==> src/rtl/dacseq_pkg.sv <==
package dacseq_pkg;
  localparam int WORD_BITS = 16;
  localparam int BIT_W     = $clog2(WORD_BITS);

  typedef logic [WORD_BITS-1:0] dac_word_t;

  typedef enum logic [1:0] {
    ST_IDLE,
    ST_FETCH,
    ST_SHIFT,
    ST_GAP
  } seq_state_e;
endpackage

==> src/rtl/dacseq_sclk.sv <==
// Serial clock phase generator: low half first, then high half.
// bit_tick marks the last clock of each period (the falling edge follows).
module dacseq_sclk #(
  parameter int SCK_PERIOD = 4
) (
  input  logic clk,
  input  logic rst,
  input  logic run,
  output logic sck,
  output logic bit_tick
);
  localparam int CNT_W = (SCK_PERIOD > 2) ? $clog2(SCK_PERIOD) : 1;
  localparam int HALF  = SCK_PERIOD / 2;

  logic [CNT_W-1:0] phase_q;
  logic             wrap;

  assign wrap = (phase_q == CNT_W'(SCK_PERIOD - 1));

  always_ff @(posedge clk) begin
    if (rst || !run) begin
      phase_q <= '0;
    end else if (wrap) begin
      phase_q <= '0;
    end else begin
      phase_q <= phase_q + CNT_W'(1);
    end
  end

  assign sck      = run && (phase_q >= CNT_W'(HALF));
  assign bit_tick = run && wrap;
endmodule

==> src/rtl/dacseq_shreg.sv <==
// Word shift register: loads a whole word and presents bit 15 first.
module dacseq_shreg
  import dacseq_pkg::*;
(
  input  logic      clk,
  input  logic      rst,
  input  logic      load,
  input  dac_word_t load_word,
  input  logic      shift,
  output logic      mosi,
  output logic      last_bit
);
  dac_word_t        sr_q;
  logic [BIT_W-1:0] bit_q;

  always_ff @(posedge clk) begin
    if (rst) begin
      sr_q  <= '0;
      bit_q <= '0;
    end else if (load) begin
      sr_q  <= load_word;
      bit_q <= '0;
    end else if (shift) begin
      sr_q  <= {sr_q[WORD_BITS-2:0], 1'b0};
      bit_q <= bit_q + BIT_W'(1);
    end
  end

  assign mosi     = sr_q[WORD_BITS-1];
  assign last_bit = (bit_q == BIT_W'(WORD_BITS - 1));
endmodule

==> src/rtl/dacseq_ctrl.sv <==
// Update sequencer: fetch, shift, gap, for every list entry in order.
module dacseq_ctrl
  import dacseq_pkg::*;
#(
  parameter int N_WORDS   = 8,
  parameter int IDLE_GAP  = 2,
  parameter int ADDR_W    = 8,
  parameter int BASE_ADDR = 0
) (
  input  logic              clk,
  input  logic              rst,
  input  logic              start,
  input  logic              mem_ack,
  input  logic              bit_tick,
  input  logic              last_bit,
  output logic              mem_req,
  output logic [ADDR_W-1:0] mem_addr,
  output logic              load,
  output logic              shift_run,
  output logic [1:0]        cs_n,
  output logic              busy,
  output logic              done
);
  localparam int IDX_W = (N_WORDS > 2) ? $clog2(N_WORDS) : 1;
  localparam int GAP_W = $clog2(IDLE_GAP + 1);

  seq_state_e       state_q;
  logic [IDX_W-1:0] idx_q;
  logic [GAP_W-1:0] gap_q;
  logic [1:0]       cs_n_q;
  logic             done_q;
  logic             last_idx;
  logic             gap_end;
  logic [1:0]       sel_n;

  assign last_idx = (idx_q == IDX_W'(N_WORDS - 1));
  assign gap_end  = (gap_q == GAP_W'(IDLE_GAP - 1));

  // Device choice per list position: even -> A (bit 0), odd -> B (bit 1).
  for (genvar d = 0; d < 2; d++) begin : g_sel
    assign sel_n[d] = (idx_q[0] != d[0]);
  end

  always_ff @(posedge clk) begin
    if (rst) begin
      state_q <= ST_IDLE;
      idx_q   <= '0;
      gap_q   <= '0;
      cs_n_q  <= 2'b11;
      done_q  <= 1'b0;
    end else begin
      done_q <= 1'b0;
      case (state_q)
        ST_IDLE: begin
          if (start) begin
            state_q <= ST_FETCH;
            idx_q   <= '0;
          end
        end
        ST_FETCH: begin
          if (mem_ack) begin
            state_q <= ST_SHIFT;
            cs_n_q  <= sel_n;
          end
        end
        ST_SHIFT: begin
          if (bit_tick && last_bit) begin
            state_q <= ST_GAP;
            cs_n_q  <= 2'b11;
            gap_q   <= '0;
          end
        end
        ST_GAP: begin
          if (gap_end) begin
            if (last_idx) begin
              state_q <= ST_IDLE;
              done_q  <= 1'b1;
            end else begin
              state_q <= ST_FETCH;
              idx_q   <= idx_q + IDX_W'(1);
            end
          end else begin
            gap_q <= gap_q + GAP_W'(1);
          end
        end
        default: state_q <= ST_IDLE;
      endcase
    end
  end

  assign mem_req   = (state_q == ST_FETCH);
  assign mem_addr  = ADDR_W'(BASE_ADDR) + ADDR_W'(idx_q);
  assign load      = mem_req && mem_ack;
  assign shift_run = (state_q == ST_SHIFT);
  assign cs_n      = cs_n_q;
  assign busy      = (state_q != ST_IDLE);
  assign done      = done_q;
endmodule

==> src/rtl/dacseq_top.sv <==
module dacseq_top
  import dacseq_pkg::*;
#(
  parameter int N_WORDS    = 8,
  parameter int SCK_PERIOD = 4,
  parameter int IDLE_GAP   = 2,
  parameter int ADDR_W     = 8,
  parameter int BASE_ADDR  = 0
) (
  input  logic              clk,
  input  logic              rst,
  input  logic              start,
  output logic              busy,
  output logic              done,
  output logic              mem_req,
  output logic [ADDR_W-1:0] mem_addr,
  input  logic              mem_ack,
  input  logic [15:0]       mem_rdata,
  output logic              sck,
  output logic              mosi,
  output logic [1:0]        cs_n
);
  logic load;
  logic shift_run;
  logic bit_tick;
  logic last_bit;

  dacseq_ctrl #(
    .N_WORDS  (N_WORDS),
    .IDLE_GAP (IDLE_GAP),
    .ADDR_W   (ADDR_W),
    .BASE_ADDR(BASE_ADDR)
  ) ctrl_i (
    .clk      (clk),
    .rst      (rst),
    .start    (start),
    .mem_ack  (mem_ack),
    .bit_tick (bit_tick),
    .last_bit (last_bit),
    .mem_req  (mem_req),
    .mem_addr (mem_addr),
    .load     (load),
    .shift_run(shift_run),
    .cs_n     (cs_n),
    .busy     (busy),
    .done     (done)
  );

  dacseq_sclk #(
    .SCK_PERIOD(SCK_PERIOD)
  ) sclk_i (
    .clk     (clk),
    .rst     (rst),
    .run     (shift_run),
    .sck     (sck),
    .bit_tick(bit_tick)
  );

  dacseq_shreg shreg_i (
    .clk      (clk),
    .rst      (rst),
    .load     (load),
    .load_word(dac_word_t'(mem_rdata)),
    .shift    (bit_tick),
    .mosi     (mosi),
    .last_bit (last_bit)
  );
endmodule

==> config.mk <==
export PLATFORM = sky130hd
export DESIGN_NAME = dacseq_top
export DESIGN_NICKNAME = d
export VERILOG_FILES = /design/src/rtl/dacseq_pkg.sv /design/src/rtl/dacseq_sclk.sv /design/src/rtl/dacseq_shreg.sv /design/src/rtl/dacseq_ctrl.sv /design/src/rtl/dacseq_top.sv
export SDC_FILE = /design/constraint.sdc
export NUM_CORES = 1
export LEC_CHECK = 0
export BUFFER_PORTS_ARGS = -buffer_cell sky130_fd_sc_hd__buf_2
export CORE_MARGIN = 2
export CORE_UTILIZATION = 40
export CTS_CLUSTER_DIAMETER = 40
export CTS_CLUSTER_SIZE = 20
export DETAILED_ROUTE_END_ITERATION = 6
export MAX_ROUTING_LAYER = met4
export PLACE_DENSITY = 0.74
export SLEW_MARGIN = 25
export SYNTH_ARGS = -nofsm -noshare
export SYNTH_HDL_FRONTEND = slang
export SYNTH_HIERARCHICAL = 1
export SYNTH_SLANG_ARGS = --single-unit
==> constraint.sdc <==
create_clock -name clk -period 1.7 [get_ports clk]
set_input_delay 0.17 -clock clk [delete_from_list [all_inputs] [get_ports clk]]
set_output_delay 0.17 -clock clk [all_outputs]
set_load 0.02 [all_outputs]
==> results.md <==
- Initial DRC count: 82
- Global-route wire length before repair: 5520 µm
- Post-synth top cells: dfxtp_1 (32), mux2i_1 (22), nor2b_1 (17)
- Largest net degree at the start of global routing: 22
- Simple-Gate Fraction of Synth Area: 20.01%
- H-tree levels: 2
- Mux cell area share after synthesis: 14.23%
- Fraction of the yosys area taken by sequential cells: 36.99%
- #FFs+latches synth: 32
- Hold slack: 129.9 ps
- Number of synthesized flops with an enable pin: 0
- Synth Area in Compound Gates: 13.08%
- IO Port Bufs: 29
- Yosys cell types: 36
- Largest family of logic cells by synthesized area: simple AND/OR/NAND/NOR gates
- CTS tree: yes
- Die Height: 69.80 µm
- CP Data Required Time: 1870 ps
- Pwr Total: 2.523 mW
- Top cell type's share of synthesized area: 36.99%
- Async S/R FF share, synth: 0%
- Total CTS buffers: 5
- Fin. Hold Viols: 0
- Cells after Synth: 172
- Avg Synthesized Cell Area: 10.07 µm²
- Setup Skew: 13.53 ps
- Hpwl dp: 2303 µm
- Worst min-delay path class: primary input to flip-flop
- Clock Latency Late Sink: 290 ps
- CTS Sinks: 32
- GPL Wtd Cong: 0.7639
- Average vias per placed instance: 4.931
- Clock root buffer: clkbuf_8
- Worst EP arrival: 1800 ps
- Layout cell share with drive strength beyond 1: 32.70%
- # IOs: 35
- Number of fill cells: 402
- Hold_buf cts: 0
- Outcome: complete, no violations
- Via count: 1,287
- Setup-failing EPs final: 0
- Rows: 23
- Clock transition at the registers of the reported paths: 80 ps
- Clk buf depth: 2
- Element type at the critical path end: flip-flop
- Min Tclk post-route: 1623 ps
- Layout area overhead: 19.94%
- Post-Synth Adder-Cell Area: 7.225%
- Max cap viols: 0
- Vias in the first global route: 1,229
- First-pass DRT Iterations: 4
- Core area: 4086 µm²
- Gr ovfl total: 0
- Final slew viol count: 0
- Post-DRT Antenna Nets: 0
- Area of the mapped netlist: 1732 µm²
- Top-count cell post-synth: dfxtp_1
- Power Dens Cells: 1215 nW/µm²
- Die area: 4871 µm²
- Initial antenna violation count: 0
- Setup TNS: 0 ps
- RSZ-0062 raised after global routing: no
- Tot GR Track Use: 14.62%
- Nets: 240
- Starting Density: 42.38%
- Cell leakage power: 0.8250 nW
- Diodes inserted: 0
- Critical path class: flip-flop to flip-flop
- Crit share post-route: 95.49%
- Detailed Route WL: 3285 µm
- Synth top area cells: dfxtp_1 (37%), mux2i_1 (13%), ha_1 (7.2%), a211oi_1 (6.5%), nor2b_1 (6.1%)
- Yosys top cell by area: dfxtp_1
- Max FO, Critical Path: 5
- VDD IR max: 0.8295 mV
- FMAX: 616.0 MHz
- Die Wd: 69.80 µm
- Routed wire per std cell: 12.59 µm
- DRC Markers: 0
- Ys flop type: dfxtp_1
- Yosys warns: 6
- Xor/xnor share of the synthesized area: 0.5058%
- Worst setup SP type: flip-flop
==> layer usage <==
metal / GRT usage, % / up-vias / share of wire, %
met5: - / - / 0
met4: 4.487 / 0 / 0.85
met3: 5.669 / 2 / 5.9
met2: 22.54 / 30 / 46
met1: 17.66 / 587 / 47
li1: - / 668 / -
==> cell type report <==
class / count / area (µm²) / share of cell area [%]
sequential: 32 / 646.9 / 31.14
multi-input combinational: 122 / 998.5 / 48.07
tap: 50 / 62.56 / 3.012
inverter: 8 / 33.78 / 1.627
clock buffer: 5 / 68.82 / 3.313
clock inverter: 3 / 18.77 / 0.9036
timing repair buffer: 41 / 247.7 / 11.93
==> per-stage QoR <==
step                cell area [µm²]  cells  setup WS (ps)  util, %
floorplan                      1764    176          6.921        -
global placement               1948    250          52.84    47.67
detailed placement             1948    250          32.84    47.67
CTS                            2036    258          19.60    49.82
global route                   2077    261          20.08    50.83
finish                         2077    261          76.72    50.83
==> final timing paths <==
kind	start	endpoint	slack [ps]	depth (start not counted)
worst max-delay path	ctrl_i/state_q[1]	ctrl_i/state_q[0]	80	5
worst min-delay path	mem_rdata[0]	shreg_i/sr_q[0]	130	3
worst max register to register	ctrl_i/state_q[1]	ctrl_i/state_q[0]	80	5
worst min register to register	sclk_i/phase_q[0]	sclk_i/phase_q[0]	470	1
==> state kept, by name, summed over array words and instances (netlist names) <==
name            flops
sclk_i/phase_q      2
shreg_i/sr_q       16
ctrl_i/state_q      2
ctrl_i/gap_q        2
ctrl_i/idx_q        3
ctrl_i/cs_n         2
shreg_i/bit_q       4
ctrl_i/done         1
==> where the power goes <==
group          switching (mW)  internal [mW]  total, mW
clock                   0.293          0.285      0.578
combinational           0.495          0.486      0.980
sequential             0.0801          0.884      0.965
==> cells by family after synthesis <==
logic type,Yosys count
AND/OR/NAND/NOR,55
flip-flops,32
AO/OA/AOI/OAI,27
multiplexers,24
buffers and inverters,22
adder cells (fa/ha/maj),10
other,1
XOR/XNOR,1
==> timing repair <==
action                     in CTS  in global routing
setup endpoints to repair       0                 19
buffers inserted                0                  3
resized for setup               0                 10
==> placed cells by master (no fill, tap or decap), drive strengths merged, types with 3 or more instances in the layout <==
| master | n |
|---|---|
| and2 | 3 |
| a211oi | 15 |
| clkbuf | 5 |
| dfxtp | 32 |
| ha | 10 |
| buf | 41 |
| mux2i | 22 |
| nor2 | 7 |
| nand2 | 6 |
| a21oi | 5 |
| inv | 6 |
| clkinv | 4 |
| nor2b | 17 |
| conb | 5 |
| nor3 | 3 |
| nand3b | 4 |
==> critical path, cell delays in order, from the launching register on <==
cell       delay, ps
dfxtp_4          370
inv_1             70
ha_2             190
nor2b_2          190
a2111oi_4        370
mux2_4           330
(Power assumes the default switching activity.)
